--- src/rtl/prio_irq_ctrl.sv ---
`timescale 1ns/1ps
module prio_irq_ctrl #(
  parameter int DATA_W = 8
) (
  input  logic              clk,
  input  logic              rst_n,
  input  logic              a0,
  input  logic              wr_n,
  input  logic              rd_n,
  input  logic [DATA_W-1:0] din,
  output logic [DATA_W-1:0] dout,
  input  logic [DATA_W-1:0] irq_in,
  output logic              int_out,
  input  logic              inta_n
);
  localparam int LVL_W = $clog2(DATA_W);
  localparam logic [DATA_W-1:0] ONE = DATA_W'(1);

  typedef enum logic [1:0] {ACK_IDLE, ACK_GAP, ACK_VEC} ack_t;

  logic [DATA_W-1:0]       irr, isr, imr, irq_q;
  logic [DATA_W-1:LVL_W]   base;
  logic [1:0]              init_step;
  logic                    aeoi, rd_isr, inta_q, spur;
  logic [LVL_W-1:0]        lvl;
  ack_t                    ack_st;

  function automatic logic [LVL_W-1:0] enc(input logic [DATA_W-1:0] v);
    enc = '0;
    for (int i = DATA_W-1; i >= 0; i--)
      if (v[i]) enc = LVL_W'(i);
  endfunction

  wire wr_even = !wr_n && !a0;
  wire wr_odd  = !wr_n &&  a0;
  wire start   = wr_even &&  din[4];
  wire sel_wr  = wr_even && !din[4] &&  din[3];
  wire eoi_wr  = wr_even && !din[4] && !din[3];

  wire [DATA_W-1:0] pending = irr & ~imr;
  wire [DATA_W-1:0] isr_low = isr & (~isr + ONE);
  wire [DATA_W-1:0] elig    = pending & (isr_low - ONE);
  wire [DATA_W-1:0] win     = elig & (~elig + ONE);
  wire              any     = |elig;

  wire ack_fall = !inta_n &&  inta_q;
  wire ack_rise =  inta_n && !inta_q;
  wire take     = ack_fall && (ack_st == ACK_IDLE);

  logic [DATA_W-1:0] isr_set, isr_clr;
  logic vec_phase;

  always_comb begin
    isr_set = (take && any) ? win : '0;
    isr_clr = '0;
    if (eoi_wr && din[7:5] == 3'b001) isr_clr = isr_low;
    if (eoi_wr && din[7:5] == 3'b011) isr_clr = ONE << din[LVL_W-1:0];
    if (ack_rise && ack_st == ACK_VEC && aeoi && !spur) isr_clr = isr_clr | (ONE << lvl);
  end

  assign int_out   = any;
  assign vec_phase = (ack_st == ACK_VEC) && !inta_n;

  always_comb begin
    if (vec_phase)  dout = {base, lvl};
    else if (!rd_n) dout = a0 ? imr : (rd_isr ? isr : irr);
    else            dout = '0;
  end

  always_ff @(posedge clk or negedge rst_n) begin
    if (!rst_n) begin
      irq_q     <= '0;
      inta_q    <= 1'b1;
      irr       <= '0;
      isr       <= '0;
      imr       <= '1;
      base      <= '0;
      init_step <= '0;
      aeoi      <= 1'b0;
      rd_isr    <= 1'b0;
      lvl       <= '0;
      spur      <= 1'b0;
      ack_st    <= ACK_IDLE;
    end else begin
      irq_q  <= irq_in;
      inta_q <= inta_n;
      irr    <= irq_in & (irr | ~irq_q) & ~isr_set;

      if (start) isr <= '0;
      else       isr <= (isr | isr_set) & ~isr_clr;

      if (start) begin
        init_step <= 2'd1;
        imr       <= '0;
        rd_isr    <= 1'b0;
        aeoi      <= 1'b0;
      end else if (wr_odd) begin
        case (init_step)
          2'd1: begin base <= din[DATA_W-1:LVL_W]; init_step <= 2'd2; end
          2'd2: init_step <= 2'd3;
          2'd3: begin aeoi <= din[1]; init_step <= 2'd0; end
          default: imr <= din;
        endcase
      end else if (sel_wr && din[1]) begin
        rd_isr <= din[0];
      end

      case (ack_st)
        ACK_IDLE: if (ack_fall) begin
          lvl    <= any ? enc(win) : '1;
          spur   <= !any;
          ack_st <= ACK_GAP;
        end
        ACK_GAP:  if (ack_fall) ack_st <= ACK_VEC;
        default:  if (ack_rise) ack_st <= ACK_IDLE;
      endcase
    end
  end
endmodule

--- config.mk ---
export PLATFORM = sky130hd
export DESIGN_NAME = prio_irq_ctrl
export DESIGN_NICKNAME = d
export VERILOG_FILES = /design/src/rtl/prio_irq_ctrl.sv
export SDC_FILE = /design/constraint.sdc
export NUM_CORES = 1
export LEC_CHECK = 0
export BUFFER_PORTS_ARGS = -buffer_cell sky130_fd_sc_hd__buf_4
export CAP_MARGIN = 20
export CORE_MARGIN = 4
export CORE_UTILIZATION = 27
export DETAILED_ROUTE_END_ITERATION = 6
export PLACE_DENSITY = 0.48
export RECOVER_POWER = 100
export SLEW_MARGIN = 0
export SYNTH_ARGS = -nofsm -noshare
export SYNTH_HDL_FRONTEND = slang
export SYNTH_SLANG_ARGS = --single-unit
export TNS_END_PERCENT = 1
--- constraint.sdc ---
create_clock -name clk -period 3.3 [get_ports clk]
set_input_delay 0.33 -clock clk [delete_from_list [all_inputs] [get_ports clk]]
set_output_delay 0.33 -clock clk [all_outputs]
set_load 0.01 [all_outputs]
# After elaboration in Yosys (flattened, before gate mapping)
# Cells that the tools add are included.
dict set report op_classes {
  n_addsub 3
  eq_ne 11
  n_shift 2
  n_mux 34
  bitwise_logic 17
  reduce_logical 40
}
# cell n
set ops {}
lappend ops {{$mux 8} 12}
lappend ops {{$and 8x8->8} 7}
lappend ops {{$not 8->8} 6}
lappend ops {{$mux 3} 9}
lappend ops {{$or 8x8->8} 3}
lappend ops {{$logic_and 1x1->1} 17}
lappend ops {{$add 8x1->8 const B} 2}
lappend ops {{$shl 1x3->8 const A} 2}
lappend ops {{$mux 2} 5}
lappend ops {{$reduce_and 2->1} 5}
lappend ops {{$logic_not 1->1} 8}
lappend ops {{$reduce_or 8->1} 1}
lappend ops {{$sub 8x1->8 const B} 1}
lappend ops {{$eq 2x2->1 const B} 3}
lappend ops {{$mux 1} 6}
lappend ops {{$pmux 2 s3} 1}
lappend ops {{$reduce_and 3->1} 2}
lappend ops {{$reduce_bool 2->1} 3}
lappend ops {{$eq 2x1->1 const B} 2}
lappend ops {{$ne 2x1->1 const B} 2}
lappend ops {{$ne 2x2->1 const B} 2}
lappend ops {{$pmux 2 s2} 1}
lappend ops {{$reduce_bool 4->1} 1}
lappend ops {{$eq 3x1->1 const B} 1}
lappend ops {{other kinds (5)} 5}
dict set report word_totals {
  ff_bits 48
  out_inout_bits 9
}

# Longest topological paths before layout
# Gate-level depths: netlist (run 1).
dict set report depth {
  depth_word 17
  depth_mapped 7
}

# Worst setup path before layout (run 1)
# No wires, ideal clock.
dict set report synth_timing {
  path_kind {register to register}
  from {register isr[0]}
  to {register lvl[1]}
  arrival_ns 2.180
  required_ns 3.218
  setup_slack_ns 1.038
  path_stages_with_launch 8
  synth_period_minus_slack_ns 2.262
  path_cell_list {dfrtp_1 buf_6 or3_4 or4_1 buf_2 or4b_1 a31o_1 a31oi_1}
}
dict set report synth_between {
  elab_chain_len 17
  word_cells_on_any_way 18
  cone_classes {add/sub: 3; mux: 9; bitwise: 5; reduce/logical: 1}
}
# element line
set synth_lines {}
lappend synth_lines {{start: declaration} 21} ;# logic [DATA_W-1:0] irr, isr, imr, irq_q;
lappend synth_lines {{start signal: assignment} 90} ;# else isr <= (isr | isr_set) & ~isr_clr;
lappend synth_lines {{$not 8->8} 41} ;# wire [DATA_W-1:0] isr_low = isr & (~isr + ONE);
lappend synth_lines {{$add 8x1->8} 41}
lappend synth_lines {{$and 8x8->8 *} 41}
lappend synth_lines {{$sub 8x1->8 *} 42} ;# wire [DATA_W-1:0] elig = pending & (isr_low - ONE);
lappend synth_lines {{$and 8x8->8 *} 42}
lappend synth_lines {{$not 8->8} 43} ;# wire [DATA_W-1:0] win = elig & (~elig + ONE);
lappend synth_lines {{$add 8x1->8} 43}
lappend synth_lines {{$and 8x8->8} 43}
lappend synth_lines {{$mux 3 (8 in series)} 31} ;# if (v[i]) enc = LVL_W'(i);
lappend synth_lines {{$mux 3 *} 110} ;# lvl <= any ? enc(win) : '1;
lappend synth_lines {{end signal: assignment} 110}
lappend synth_lines {{end: declaration} 25} ;# logic [LVL_W-1:0] lvl;
# Mark *: on every way between the ends. The rest lies on a longest branch, timed or not.
# A chain may end at the register's enable or synchronous reset.

# Worst setup path in the final report (run 1)
dict set report layout_timing {
  from {register isr[0]}
  to {output int_out}
}
dict set report layout_between {
  elab_chain_len 6
}
# element line
set layout_lines {}
lappend layout_lines {{$not 8->8} 41}
lappend layout_lines {{$add 8x1->8} 41}
lappend layout_lines {{$and 8x8->8 *} 41}
lappend layout_lines {{$sub 8x1->8 *} 42}
lappend layout_lines {{$and 8x8->8 *} 42}
lappend layout_lines {{$reduce_or 8->1 *} 44} ;# wire any = |elig;
lappend layout_lines {{end: declaration} 13} ;# output logic int_out,
# Marked as above.

==> results.yml, run 1 <==
status:
  outcome: "complete, but fails checks"
  failed_checks: "max-capacitance violations, max-slew violations"
synth:
  yosysMostFrequentCell: "dfrtp_1"
  async_reset_ff_share_pct: 100.0
  syn_area_per_cell_sq_um: 9.077
  seq_area_frac_synth_pct: 45.90
  syn_inst: 291
  synthDominantCellAreaShare_pct: 36.95
  ys_warn_count: 0
  syn_area_sq_mm: 0.002641
  synth_cell_types: 46
  synth_top_area_cell: "dfrtp_1"
  syn_nets: 317
  synth_edf_count: 0
  synth_common_cells: "39 x dfrtp_1, 37 x nand2_1, 24 x o21ai_0, 19 x a21oi_1, 19 x nor2_1"
  synth_area_leaders: "dfrtp_1 37%, dfstp_2 9.0%, nand2_1 5.3%, o21ai_0 4.5%, nand2b_1 3.8%"
  ys_dominant_reg_cell: "dfrtp_1"
  synth_seq_cells: 48
placed_design:
  placed_area_sq_mm: 0.002997
  gp_congestion: 0.8416
  dp_hpwl_um: 5373
  dpl_worst_slack_ns: 0.9578
  io_buffers: 30
  dp_cells: 442
pwr:
  clockPowerShare_pct: 19.7
  pwr-share-seq_pct: 44.6
  combPwrFrac_pct: 35.7
  p_sw_share_pct: 37.63
  p_leak_nw: 1.263
  ir_worst_vdd_v: 0.0002425
  intPower_mw: 1.347
  power_density_mw_per_mm2: 707.3
  power_mw: 2.160
  switchingPower_mw: 0.8130
worst_setup_path:
  crit_arrival_ns: 2.40
  critPathMaxStageDelay_ns: 0.53
  crit_chain: "or3_1 > or4_1 > nor3_1 > nand2b_1 > clkbuf_1"
  path_buf_inv: 1
  cp-start-kind: "flip-flop"
  critPathTopFamily: "simple AND/OR/NAND/NOR gates"
  cp_max_fo: 9
  required_ns: 2.97
  worstSetupPathType: "reg -> out"
  endpoint_kind: "output pin"
  critPathSlowestCell: "or4_1"
route:
  route.detailed.drc: 0
  routed_wl_um: 7083
  first_iter_violations: 120
  wl_per_cell_um: 15.74
  via_per_inst: 4.933
  vias: 2220
  drt-pass1-iter-count: 4
  antenna_left: 0
clocking:
  worst_skew_pair.late_latency_ns: 0.30
  htree_levels: 2
  cts_tree: "built"
  numCtsBuffers: 5
  clkSlewWorstSetupHoldPaths_ns: 0.09
  cts_root_buf: "clkbuf_8"
  ctsHoldBuffers: 0
  clockBufferDepth: 2
  cts.repair.resized: 0
  clock-sinks: 48
  cts_setup_buffers: 0
sta:
  finalCritPeriodShare_pct: 82.68
  clock_skew_ns: 0.005567
  hold_slack_ns: 0.1486
  rsz0062_at_grt: "no"
  hold_viol_final: 0
  worst_pin_slew_ns: 2.674
  drv_slew: 49
  max_slew_margin_pct: -78.29
  worst_slack_ns: 0.5716
  max_clock_freq_ghz: 0.3665
  final-setup-viol-count: 0
  tns_ns: 0
  min_period_ns: 2.728
layout:
  final_nets: 346
  drive_gt1_share_pct: 14.02
  syn_to_final_growth_pct: 15.63
  final_cell_area_sq_mm: 0.003054
  antenna_cells: 0
  utilization_pct: 32.59
  layout.cells.non_filler: 450
hold_path:
  hold_class: "in -> reg"
floorplanning:
  die-area_sq_mm: 0.01143
  fp-row-count: 35
  core_area_sq_mm: 0.009371
  die_y_um: 106.9
  die_x_um: 106.9
  io_pins: 31
  start_util_pct: 28.18
global_route:
  grt_pass1_wl_um: 11770
  grt_antenna_before_repair: 0
  grt_overflow: 0
  grt_max_degree: 49
  first_global_vias: 2210
  grt_util_all_layers_pct: 13.23
job:
  cap_violations: 1
## power groups by stage
stage | sequential, mW | combinational, mW | clock [mW]
floorplan | 0.904 | 0.607 | 0
global placement | 0.970 | 0.812 | 0
detailed placement | 0.978 | 0.813 | 0
CTS | 0.966 | 0.817 | 0.446
global route | 0.993 | 0.885 | 0.478
finish | 0.964 | 0.771 | 0.425
## worst reg2reg max path: cells and delay by family, from the launching register on
| kind | cells | cell delay, ns |
|---|---|---|
| DFF | 1 | 0.48 |
| AOI/OAI and AO/OA | 2 | 0.39 |
| and+or+nand+nor | 3 | 1.47 |
## flip-flops by register name, indices dropped and copies added (netlist names), 2 cells and up
register   count
irr            8
imr            8
base           5
lvl            3
irq_q          8
ack_st         2
isr            8
init_step      2
## logic make-up after synthesis
kind of cell | share of synthesized area [%]
buffers and inverters | 4.168
muxes | 4.737
and+or+nand+nor | 24.82
DFF | 45.90
AOI/OAI and AO/OA | 18.48
adders and majority gates | 1.895
## cell usage in the layout, fill, tap and decap left out, types with 6 or more instances in the layout
cell and instances:
dfrtp_1 39, nand2_1 37, o21ai_0 24, nor2_1 19, a21oi_1 19, inv_1 17, nand2b_1 16, clkbuf_1 13
buf_4 12, a22o_1 10, dfstp_2 9, mux2i_1 8, clkbuf_4 8, nor2b_1 7, and3_1 7, nor3_1 6
o221ai_1 6
## layer usage
metal / GRT usage [%] / up-vias / share of wire, %
li1: - / 1111 / -
met1: 18.78 / 1044 / 49
met2: 19.92 / 57 / 44
met3: 3.010 / 8 / 4.8
met4: 4.292 / 0 / 1.8
met5: 0 / - / 0
## path summary, 6_finish.rpt
kind / depth (start not counted) / slack, ns / from / to
min in group asynchronous: 1 / 0.86 / rst_n / aeoi
max in group asynchronous: 1 / 0.92 / rst_n / isr[2]
worst max register to register: 5 / 0.89 / isr[0] / lvl[1]
worst min-delay path: 1 / 0.15 / inta_n / inta_q
worst max-delay path: 5 / 0.57 / isr[0] / int_out
worst min register to register: 1 / 0.44 / irq_q[1] / irr[1]
## area by class of cell
| cell class | count | area, sq um |
|---|---|---|
| fillers | 1031 | 6317 |
| multi-input cells | 216 | 1314 |
| flip-flops and latches | 48 | 1212 |
| repair buffers | 32 | 195.2 |
| well taps | 129 | 161.4 |
| clock buffers | 6 | 72.57 |
| inverters | 17 | 63.81 |
| clock inverters | 2 | 35.03 |
Note: power is estimated with default switching activity, not from simulation.
==> run 2: changes to the inputs <==
- PLACE_DENSITY: 0.48 -> 0.5
- clock period: 3.3 -> 2.3 ns (I/O delays scaled with it)
==> run 2 against run 1 <==
Compared with the run above:
- the run now ends clean
- core utilization up 1.1 points
- setup slack worse by 0.54 ns
- non-clock buffer count increased by 14
- count of clock-buffer cells in the layout up 1
- first-iteration DRC count up 23%
- hold slack lost 0.097 ns
- via count increased by 4.3%
- critical path depth did not move
- cell count is 3.1% higher
- critical path type unchanged
- critical endpoint is now dout[2]
- largest cell class unchanged
==> results.yml, run 2 (same netlist as run 1, synthesis figures left out) <==
floorplanning:
  io_pins: 31
  start_util_pct: 28.18
  fp-row-count: 35
  die_x_um: 106.9
  core_area_sq_mm: 0.009371
  die_y_um: 106.9
  die-area_sq_mm: 0.01143
worst_setup_path:
  required_ns: 2.07
  critPathSlowestCell: "or2_0"
  cp_max_fo: 8
  r2r_cells: 5
  crit_chain: "nand2b_1 > nor2_1 > or2_0 > o21ai_0 > buf_4"
  worstSetupPathType: "reg -> out"
  crit_arrival_ns: 2.04
  critPathMaxStageDelay_ns: 0.44
  cp-start-kind: "flip-flop"
  endpoint_kind: "output pin"
clocking:
  numCtsBuffers: 5
  cts_tree: "built"
  clkSlewWorstSetupHoldPaths_ns: 0.09
  clock-sinks: 48
  worst_skew_pair.late_latency_ns: 0.30
  clockBufferDepth: 2
  cts_root_buf: "clkbuf_8"
  htree_levels: 2
sta:
  rsz0062_at_grt: "yes"
  final-setup-viol-count: 0
  finalCritPeriodShare_pct: 98.84
  max_clock_freq_ghz: 0.4399
  clock_skew_ns: 0.006785
  worst_pin_slew_ns: 1.231
  hold_viol_final: 0
  drv_slew: 0
  min_period_ns: 2.273
  max_slew_margin_pct: 17.90
global_route:
  first_global_vias: 2232
  grt_pass1_wl_um: 11910
  grt_use_met1_pct: 19.40
  met2_usage_pct: 19.92
  grt_max_degree: 49
  grt_antenna_before_repair: 0
  grt_util_all_layers_pct: 13.14
  grt_overflow: 0
  grt_use_met3_pct: 2.288
  grt_busiest_layer: "met2"
layout:
  utilization_pct: 33.70
  fillers: 1047
  drive_gt1_share_pct: 18.21
  final_nets: 360
  layout.cells.non_filler: 464
  mostFrequentLayoutCell: "dfrtp_1"
  antenna_cells: 0
  final_cell_mix: "39 x dfrtp_1, 37 x nand2_1, 25 x buf_4, 24 x o21ai_0"
  syn_to_final_growth_pct: 19.56
pwr:
  intPower_mw: 1.964
  p_leak_nw: 1.325
  power_density_mw_per_mm2: 1005
  switchingPower_mw: 1.208
  pwr-share-seq_pct: 43.0
  combPwrFrac_pct: 41.1
  ir_worst_vdd_v: 0.0002844
  clockPowerShare_pct: 15.9
  p_sw_share_pct: 38.09
route:
  via_per_inst: 4.991
  first_iter_violations: 148
  vias: 2316
  wl_per_cell_um: 15.84
  antenna_left: 0
  route.detailed.drc: 0
  drt-pass1-iter-count: 4
  routed_wl_um: 7351
status:
  outcome: "finished clean"
placed_design:
  dp_hpwl_um: 5531
  dp_cells: 454
  io_buffers: 30
  gp_congestion: 0.8589
hold_path:
  hold_depth: 1
  hold_class: "in -> reg"
job:
  cap_violations: 0
run 2: cell count changes in the layout (fill, tap and decap cells not counted), sizes merged:
cell	change
buf	+14
bufinv	-1
dlygate4sd3	+1
run 2: repair_timing:
action,in CTS,in global routing
cloned,0,0
gates resized for setup,2,2
pin swaps,1,0
setup buffers,1,0
endpoints found under the setup margin,1,6
endpoints found under the hold margin,39,0
hold buffers,1,0
run 2: path summary, 6_finish.rpt:
| kind | start | endpoint | slack, ns |
|---|---|---|---|
| max in group asynchronous | rst_n | irq_q[1] | 0.84 |
| setup / recovery | ack_st[0] | dout[2] | 0.03 |
| hold / removal | irq_in[6] | irq_q[6] | 0.05 |
| setup reg to reg | isr[2] | lvl[1] | 0.07 |
| hold reg to reg | irq_q[1] | irr[1] | 0.44 |
| min in group asynchronous | rst_n | irq_q[5] | 0.72 |
run 2: critical path: cells and delay by family (launching register included):
kind | cells | cell delay [ns]
AO/OA/AOI/OAI | 1 | 0.23
AND/OR/NAND/NOR | 3 | 0.89
buffers and inverters | 1 | 0.19
flip-flops | 1 | 0.43
run 2: power groups by stage:
| stage | Clock, mW | Combinational (mW) | Sequential, mW |
|---|---|---|---|
| final | 0.504 | 1.30 | 1.36 |
| after CTS | 0.512 | 1.33 | 1.37 |
| after floorplan | 0 | 0.871 | 1.30 |
| after global routing | 0.553 | 1.47 | 1.40 |
| after global placement | 0 | 1.26 | 1.38 |
| after detailed placement | 0 | 1.27 | 1.38 |
run 2: per-layer routing:
layer | vias to the layer above | wire length (um)
met5 | - | 0
met4 | 0 | 88
met3 | 8 | 313
met2 | 62 | 3295
met1 | 1116 | 3653
li1 | 1130 | -
run 2: per-stage QoR:
step	hold slack (ns)	setup WS [ns]	setup TNS [ns]	area, sq um	power, mW
final	0.05120	0.02672	0	3158	3.172
after global routing	0.05324	-0.07384	-0.1319	3158	3.424
after CTS	0.03573	0.01297	0	3198	3.206
after detailed placement	0.3002	0.06835	0	3087	2.651
after global placement	0.3037	0.09829	0	3087	2.633
after floorplan	-0.06559	0.03845	0	2641	2.168
run 2: cell type report:
cell class                      instances  area [sq um]  area share [%]
Clock inverter                          1         5.005          0.1585
Clock buffer                            7         76.32           2.417
Inverter                               17         63.81           2.021
Multi-Input combinational cell        216          1341           42.47
Tap cell                              129         161.4           5.111
Sequential cell                        48          1212           38.39
Timing Repair Buffer                   46         297.8           9.429
==> run 3: changes to the inputs <==
- CAP_MARGIN: 20 -> unset
- CTS_BUF_LIST: unset -> sky130_fd_sc_hd__clkbuf_16
==> run 3 against run 2 <==
Compared with the run above:
- die area is the same
- sequential share of layout area shrank 0.58 points
- sequential cell count is the same
- fmax grew 1.8%
- non-clock buffer count shrank 1
- critical path type unchanged
- wire length shrank 0.39%
- total power grew 5.7%
- first-iteration DRC count shrank 10%
- critical path depth is the same
==> results.yml, run 3 (same netlist as run 1, synthesis figures left out) <==
sta:
  max_slew_margin_pct: 17.79
  worst_slack_ns: 0.06761
  max_clock_freq_ghz: 0.4480
  clock_skew_ns: 0.004884
  hold_slack_ns: 0.07370
  final-setup-viol-count: 0
  finalCritPeriodShare_pct: 97.06
  hold_viol_final: 0
  worst_pin_slew_ns: 1.233
  rsz0062_at_grt: "yes"
  min_period_ns: 2.232
  drv_slew: 0
worst_setup_path:
  worstSetupPathType: "reg -> out"
  critPathSlowestCell: "or4_4"
  endpoint_kind: "output pin"
  cp-start-kind: "flip-flop"
  critPathMaxStageDelay_ns: 0.44
  cp_max_fo: 4
  required_ns: 2.07
  crit_arrival_ns: 2.00
  crit_chain: "or3_4 > or4_4 > nor3_2 > nand2b_4 > buf_4"
pwr:
  p_leak_nw: 1.353
  ir_worst_vdd_v: 0.0004856
  power_mw: 3.354
  power_density_mw_per_mm2: 1046
clocking:
  cts_root_buf: "clkbuf_16"
  clock-sinks: 48
  worst_skew_pair.late_latency_ns: 0.28
  cts_setup_buffers: 0
  clkSlewWorstSetupHoldPaths_ns: 0.06
  htree_levels: 2
  cts_tree: "built"
  clockBufferDepth: 2
  numCtsBuffers: 5
global_route:
  grt_pass1_wl_um: 11890
  first_global_vias: 2210
  grt_antenna_before_repair: 0
  grt_max_degree: 49
  grt_overflow: 0
  grt_util_all_layers_pct: 13.16
route:
  antenna_left: 0
  vias: 2297
  drt-pass1-iter-count: 4
  first_iter_violations: 133
  route.detailed.drc: 0
  via_per_inst: 4.961
  routed_wl_um: 7322
  wl_per_cell_um: 15.81
floorplanning:
  start_util_pct: 28.18
  die_x_um: 106.9
  io_pins: 31
  fp-row-count: 35
  die-area_sq_mm: 0.01143
  die_y_um: 106.9
  core_area_sq_mm: 0.009371
layout:
  final_nets: 359
  antenna_cells: 0
  final_cell_mix: "39 x dfrtp_1, 37 x nand2_1, 24 x o21ai_0, 23 x buf_4"
  drive_gt1_share_pct: 17.96
  syn_to_final_growth_pct: 21.41
  mostFrequentLayoutCell: "dfrtp_1"
  fillers: 1045
job:
  cap_violations: 0
placed_design:
  gp_congestion: 0.8589
  dp_hpwl_um: 5531
  dpl_worst_slack_ns: 0.06835
  io_buffers: 30
hold_path:
  hold_class: "in -> reg"
status:
  outcome: "finished clean"
[run 3: layout make-up]
cell class	count	area, sq um	share of cell area [%]
tap	129	161.4	5.033
multi-input combinational	216	1341	41.83
inverter	17	63.81	1.990
clock inverter	3	12.51	0.3902
clock buffer	5	125.1	3.902
sequential	48	1212	37.81
timing repair buffer	45	290.3	9.052
[run 3: worst paths after layout]
kind	start	end	slack, ns	depth (start not counted)
worst min register to register	irq_q[1]	irr[1]	0.44	1
worst max register to register	isr[2]	lvl[1]	0.08	5
max in group asynchronous	rst_n	irq_q[1]	0.81	2
worst min-delay path	irq_in[6]	irq_q[6]	0.07	1
worst max-delay path	isr[2]	int_out	0.07	5
min in group asynchronous	rst_n	irq_q[5]	0.75	2
[run 3: per-layer routing]
metal,global-route usage (%),share of wire [%]
met3,2.288,4.4
met4,3.196,1.8
met1,19.43,50
met2,19.96,44
met5,0,0
[run 3: worst max-delay path: cells and delay by family (launching register included)]
family        cells  cell delay, ns
buf+inv           1            0.12
flops             1            0.38
simple gates      4            1.22
[run 3: timing repair]
item | in CTS | in global routing
endpoints found under the setup margin | 1 | 6
endpoints found under the hold margin | 21 | 0
resized for setup | 2 | 2
pin swaps | 1 | 0
hold buffers | 1 | 0
[run 3: power by group]
| part | switching [mW] | leakage [nW] | internal (mW) |
|---|---|---|---|
| Clock | 0.312 | 0.0762 | 0.394 |
| Combinational | 0.669 | 0.698 | 0.610 |
| Sequential | 0.244 | 0.580 | 1.12 |
[run 3: through the flow]
stage	instances	util [%]	instance area, sq um	setup TNS, ns
2_1_floorplan	291	-	2641	0
3_3_place_gp	454	32.94	3087	0
3_5_place_dp	454	32.94	3087	0
4_1_cts	463	34.65	3247	0
5_1_grt	463	34.22	3207	-0.05661
6_report	463	34.22	3207	0
